$ cat src/rtl/dbrk_pkg.sv
package dbrk_pkg;
  localparam int MAX_CH = 15;
  localparam int REG_W  = 32;
  localparam int OFF_W  = 16;

  localparam logic [OFF_W-1:0] STS_OFF    = 16'h2000;
  localparam logic [OFF_W-1:0] EN_OFF     = 16'h2008;
  localparam int               ADR_BASE   = 'h2100;
  localparam int               ADR_STRIDE = 'h0100;

  typedef enum logic [1:0] {RD_NONE, RD_STS, RD_EN, RD_ADR} rdKind_e;

  typedef struct packed {
    logic              stsWr;
    logic              enWr;
    logic [MAX_CH-1:0] adrWr;
    rdKind_e           rdKind;
    logic [3:0]        rdIdx;
  } regStrb_t;
endpackage

$ cat src/rtl/dbrk_ctrl.sv
module dbrk_ctrl
  import dbrk_pkg::*;
#(
  parameter int NUM_CH = 4
) (
  input  logic             clk,
  input  logic             rstN,
  input  logic             regSel,
  input  logic             regWrite,
  input  logic [OFF_W-1:0] regOffset,
  output regStrb_t         strb
);

  always_comb begin
    strb        = '0;
    strb.rdKind = RD_NONE;
    if (regSel) begin
      if (regOffset == STS_OFF) begin
        strb.stsWr = regWrite;
        if (!regWrite) strb.rdKind = RD_STS;
      end else if (regOffset == EN_OFF) begin
        strb.enWr = regWrite;
        if (!regWrite) strb.rdKind = RD_EN;
      end else begin
        for (int n = 0; n < NUM_CH; n++) begin
          if (regOffset == OFF_W'(ADR_BASE + n * ADR_STRIDE)) begin
            strb.adrWr[n] = regWrite;
            if (!regWrite) begin
              strb.rdKind = RD_ADR;
              strb.rdIdx  = 4'(n);
            end
          end
        end
      end
    end
  end

  // at most one register is the target of a write
  p_one_target_r9: assert property (@(posedge clk) disable iff (!rstN)
    $onehot0({strb.stsWr, strb.enWr, strb.adrWr}));

  // a read selection never coincides with a write
  p_rd_not_wr_r10: assert property (@(posedge clk) disable iff (!rstN)
    (strb.rdKind != RD_NONE) |-> (regSel && !regWrite));

endmodule

$ cat src/rtl/dbrk_datapath.sv
module dbrk_datapath
  import dbrk_pkg::*;
#(
  parameter int NUM_CH = 4,
  parameter int ADDR_W = 32
) (
  input  logic              clk,
  input  logic              rstN,
  input  regStrb_t          strb,
  input  logic [REG_W-1:0]  regWdata,
  input  logic              accValid,
  input  logic [ADDR_W-1:0] accAddr,
  output logic [NUM_CH-1:0] matchPulse,
  output logic [REG_W-1:0]  regRdata
);

  logic [ADDR_W-1:0] adrQ [NUM_CH];
  logic [NUM_CH-1:0] enQ;
  logic [NUM_CH-1:0] stsQ;
  logic [NUM_CH-1:0] hit;
  logic [NUM_CH-1:0] pulseQ;
  logic [ADDR_W-1:0] adrSel;
  logic [MAX_CH-1:0] stsWide;
  logic              unusedStrb;

  assign unusedStrb = ^strb.adrWr;

  for (genvar n = 0; n < NUM_CH; n++) begin : g_ch
    always_ff @(posedge clk) begin
      if (strb.adrWr[n]) adrQ[n] <= regWdata[ADDR_W-1:0];
    end
    assign hit[n] = accValid && enQ[n] && (accAddr == adrQ[n]);

    // a hit raises the pulse and the status bit on the next edge
    p_hit_flags_r2: assert property (@(posedge clk) disable iff (!rstN)
      hit[n] |=> (stsQ[n] && matchPulse[n]));
    // status bit only rises on a hit
    p_rise_cause_r2: assert property (@(posedge clk) disable iff (!rstN)
      (!stsQ[n] && !hit[n]) |=> !stsQ[n]);
    // no pulse without a hit
    p_no_hit_r3: assert property (@(posedge clk) disable iff (!rstN)
      !hit[n] |=> !matchPulse[n]);
    // status stays set unless a zero is written
    p_sticky_r4: assert property (@(posedge clk) disable iff (!rstN)
      (stsQ[n] && !(strb.stsWr && !regWdata[n])) |=> stsQ[n]);
    // zero written without a hit clears the bit
    p_clear_r5: assert property (@(posedge clk) disable iff (!rstN)
      (strb.stsWr && !regWdata[n] && !hit[n]) |=> !stsQ[n]);
    // hit beats a simultaneous clear
    p_match_wins_r6: assert property (@(posedge clk) disable iff (!rstN)
      (strb.stsWr && !regWdata[n] && hit[n]) |=> stsQ[n]);
  end

  always_ff @(posedge clk or negedge rstN) begin
    if (!rstN)          enQ <= '0;
    else if (strb.enWr) enQ <= regWdata[NUM_CH-1:0];
  end

  always_ff @(posedge clk) begin
    if (strb.stsWr) stsQ <= (stsQ & regWdata[NUM_CH-1:0]) | hit;
    else            stsQ <= stsQ | hit;
  end

  always_ff @(posedge clk or negedge rstN) begin
    if (!rstN) pulseQ <= '0;
    else       pulseQ <= hit;
  end
  assign matchPulse = pulseQ;

  always_comb begin
    adrSel = '0;
    for (int n = 0; n < NUM_CH; n++) begin
      if (strb.rdIdx == 4'(n)) adrSel = adrQ[n];
    end
  end

  assign stsWide = MAX_CH'(stsQ);

  always_comb begin
    unique case (strb.rdKind)
      RD_STS:  regRdata = {2'b00, 2'b11, 4'(NUM_CH), 9'b0, stsWide};
      RD_EN:   regRdata = REG_W'(enQ);
      RD_ADR:  regRdata = REG_W'(adrSel);
      default: regRdata = '0;
    endcase
  end

  // fixed fields of the status word
  p_sts_fields_r1: assert property (@(posedge clk) disable iff (!rstN)
    (strb.rdKind == RD_STS) |->
      (regRdata[31:28] == 4'b0011 && regRdata[27:24] == 4'(NUM_CH) &&
       regRdata[23:15] == '0));
  // unimplemented status bits read zero
  p_upper_zero_r7: assert property (@(posedge clk) disable iff (!rstN)
    (strb.rdKind == RD_STS) |-> ((regRdata[14:0] >> NUM_CH) == '0));
  // unmapped reads return zero
  p_unmapped_zero_r10: assert property (@(posedge clk) disable iff (!rstN)
    (strb.rdKind == RD_NONE) |-> (regRdata == '0));

endmodule

$ cat src/rtl/dbrk_match_unit.sv
module dbrk_match_unit
  import dbrk_pkg::*;
#(
  parameter int NUM_CH = 4,
  parameter int ADDR_W = 32
) (
  input  logic              clk,
  input  logic              rstN,
  input  logic              regSel,
  input  logic              regWrite,
  input  logic [15:0]       regOffset,
  input  logic [31:0]       regWdata,
  output logic [31:0]       regRdata,
  input  logic              accValid,
  input  logic [ADDR_W-1:0] accAddr,
  output logic [NUM_CH-1:0] matchPulse
);

  regStrb_t strb;

  initial begin
    assert (NUM_CH >= 1 && NUM_CH <= MAX_CH && ADDR_W >= 1 && ADDR_W <= REG_W);
  end

  dbrk_ctrl #(.NUM_CH(NUM_CH)) u_ctrl (
    .clk       (clk),
    .rstN      (rstN),
    .regSel    (regSel),
    .regWrite  (regWrite),
    .regOffset (regOffset),
    .strb      (strb)
  );

  dbrk_datapath #(.NUM_CH(NUM_CH), .ADDR_W(ADDR_W)) u_dp (
    .clk        (clk),
    .rstN       (rstN),
    .strb       (strb),
    .regWdata   (regWdata),
    .accValid   (accValid),
    .accAddr    (accAddr),
    .matchPulse (matchPulse),
    .regRdata   (regRdata)
  );

endmodule

$ cat config.mk
export PLATFORM = sky130hd
export DESIGN_NAME = dbrk_match_unit
export DESIGN_NICKNAME = d
export VERILOG_FILES = /design/src/rtl/dbrk_pkg.sv /design/src/rtl/dbrk_ctrl.sv /design/src/rtl/dbrk_datapath.sv /design/src/rtl/dbrk_match_unit.sv
export SDC_FILE = /design/constraint.sdc
export NUM_CORES = 1
export LEC_CHECK = 0
export CAP_MARGIN = 20
export CORE_UTILIZATION = 53
export DETAILED_ROUTE_END_ITERATION = 16
export PLACE_DENSITY = 0.79
export SYNTH_ARGS = -nofsm -noshare
export SYNTH_HDL_FRONTEND = slang
export SYNTH_SLANG_ARGS = --single-unit
$ cat constraint.sdc
create_clock -name clk -period 2.2 [get_ports clk]
set_input_delay 0.22 -clock clk [delete_from_list [all_inputs] [get_ports clk]]
set_output_delay 0.22 -clock clk [all_outputs]
set_load 0.01 [all_outputs]
==> results.sh <==
export IMPL_status="finished, final reports clean"
export IMPL_syn_nets=599
export IMPL_ir_worst_vdd_uv=673
export IMPL_drc_errors=0
export IMPL_postCtsHoldBufs=0
export IMPL_num_io_pins=121
export IMPL_port_buffers=120
export IMPL_leakage_nw=3.82
export IMPL_slew_headroom=0.606
export IMPL_first_iter_violations=729
export IMPL_wirelength_um=24700
export IMPL_antenna_left=0
export IMPL_cts_sinks=140
export IMPL_wire_per_inst_um=26.5
export IMPL_n_antenna_cell=0
export IMPL_cts_tree="done"
export IMPL_finalSetupViolCount=0
export IMPL_syn_area_per_cell_um2=13.7
export IMPL_grt_pass1_vias=6058
export IMPL_routabilityCongestion=0.927
export IMPL_dieHeight_um=117
export IMPL_tns_ps=0
export IMPL_grt_max_degree=33
export IMPL_drt_pass1_iterations=5
export IMPL_synth_edf_count=128
export IMPL_pre_cts_ws_ps=-817
export IMPL_hold_path_class="input pin to async pin"
export IMPL_min_period_ps=2160
export IMPL_crit_fanout=7
export IMPL_fp_dieArea_um2=13800
export IMPL_synthCells=514
export IMPL_maxCapViolations=0
export IMPL_power_density_nw_per_um2=616
export IMPL_ys_ff_latch=140
export IMPL_grt_pass1_wl_um=36200
export IMPL_cts_root_buf="clkbuf_16"
export IMPL_regToRegSetupSlack_ps=80
export IMPL_critical_path_class="input pin to output pin"
export IMPL_tightest_slew_ps=585
export IMPL_antenna_found_initial=0
export IMPL_initial_core_util=0.551
export IMPL_vias_per_cell=6.37
export IMPL_synth_cell_types=44
export IMPL_cp_required_ps=1980
export IMPL_vias=5941
export IMPL_area_delta_synth_final_pct=43.6
export IMPL_fin_area_um2=10100
export IMPL_slew_violations=0
export IMPL_row_count=41
export IMPL_fmax_mhz=462
export IMPL_final_common_cell="edfxtp_1"
export IMPL_cts_inserted_buffers=17
export IMPL_postPlaceCellArea_um2=9310
export IMPL_hold_viol_final=0
export IMPL_finalCritPeriodShare=0.984
export IMPL_ys_async_sr_fraction=0.0571
export IMPL_core_area_um2=12800
export IMPL_dp_hpwl_um=16000
export IMPL_critPathArrivalTime_ps=1940
export IMPL_dominantRegCellSynth="edfxtp_1"
export IMPL_die_w_um=117
export IMPL_startpoint_type="input pin"
export IMPL_synthTopCellsByArea="edfxtp_1 (54%), xor2_1 (14%), a221oi_2 (3.8%), nor4_1 (3.0%), dfrtp_1 (2.8%)"
export IMPL_drive_gt1_frac=0.338
export IMPL_grt_ovfl_total=0
export IMPL_synth_area_um2=7060
export IMPL_setup_ws_ps=36.0
export IMPL_grtUsageTotal=0.358
export IMPL_whs_ps=85.3
export IMPL_cp_end_kind="output pin"
export IMPL_synth_seq_area_share=0.584
export IMPL_netlist_top_cell_by_area="edfxtp_1"
export IMPL_path_clk_slew_ps=50
export IMPL_clock_path_buffers=2
export IMPL_synth_top_area_share=0.544
export IMPL_clock_latency_ps=430
export IMPL_final_nets=834
export IMPL_skew_ps=12.7
export IMPL_yosysWarnings=0
export IMPL_cts_htree_levels=4
export IMPL_layout_common_cells="edfxtp_1 (128), xor2_1 (112), buf_4 (95)"
-- state kept, by name, indices dropped and copies added, names as in the netlist --
signal and cells:
u_dp.adrQ 128, u_dp.matchPulse 4, u_dp.enQ 4, u_dp.stsQ 4
-- final timing paths --
check                                  from                 end  cells after the start
max reg2reg                u_dp.adrQ[0][19]        u_dp.stsQ[0]                      6
min                                    rstN  u_dp.matchPulse[0]                      1
max in group asynchronous              rstN         u_dp.enQ[3]                      1
min reg2reg                    u_dp.stsQ[0]        u_dp.stsQ[0]                      2
max                                  regSel         regRdata[1]                     10
min in group clk               regWdata[19]    u_dp.adrQ[3][19]                      1
-- synthesized netlist by cell type (all sizes together) (8+ instances only) --
| cell | instances |
|---|---|
| edfxtp | 128 |
| xor2 | 112 |
| nor4 | 36 |
| o22ai | 32 |
| a221oi | 25 |
| a22oi | 24 |
| buf | 19 |
| xnor2 | 17 |
| nand2 | 15 |
| nor2 | 12 |
| nand4 | 11 |
| a21oi | 9 |
| dfrtp | 8 |
-- area by class of cell --
class                      count  area [um2]
clock buffer                  21         440
clock inverter                 9         123
fill                         709        2680
multi-input combinational    351        3090
sequential                   140        4120
tap                          172         215
timing repair buffer         239        2150
-- timing repair --
item | CTS | global route
cloned | 1 | 0
resized for setup | 191 | 41
buffers inserted | 15 | 11
endpoints found under the setup margin | 32 | 32
pin swaps | 19 | 20
-- report_power, final --
group	leakage (nW)	internal (mW)	switching, mW	total (mW)
Sequential	1.29	2.90	0.0000343	2.90
Clock	0.268	1.75	1.05	2.81
Combinational	2.26	0.259	0.278	0.537
Total	3.82	4.92	1.33	6.25
-- per-layer routing --
metal	vias up	global-route usage	routed length, um
li1	2507	-	-
met1	2870	0.441	8910
met2	467	0.589	11900
met3	97	0.0880	2550
met4	0	0.179	1270
met5	-	0	0
-- worst max-delay path, cell delays in order --
cell and delay, ps:
dlygate4sd2_1 230, nor3b_4 150, and3_4 170, and3_4 190
buf_12 150, buf_12 140, buf_4 140, a221oi_4 280
o22ai_2 100, buf_2 150
-- cells by family (layout without fill, tap and decap cells) --
group,count (synthesis),count (layout),share of synthesized area
DFF,140,140,0.584
xor gates and xnor gates,129,129,0.160
AOI/OAI and AO/OA,111,111,0.129
and+or+nand+nor,102,102,0.0930
muxes,9,9,0.0136
buffers and inverters,23,269,0.0204
-- metrics by stage --
step	power, mW	cells	util
finish	6.25	932	0.791
global route	6.39	932	0.791
CTS	6.20	921	0.783
detailed placement	3.46	875	0.726
global placement	3.46	875	0.726
floorplan	3.11	514	-
Power figures use the tool's default switching activity.
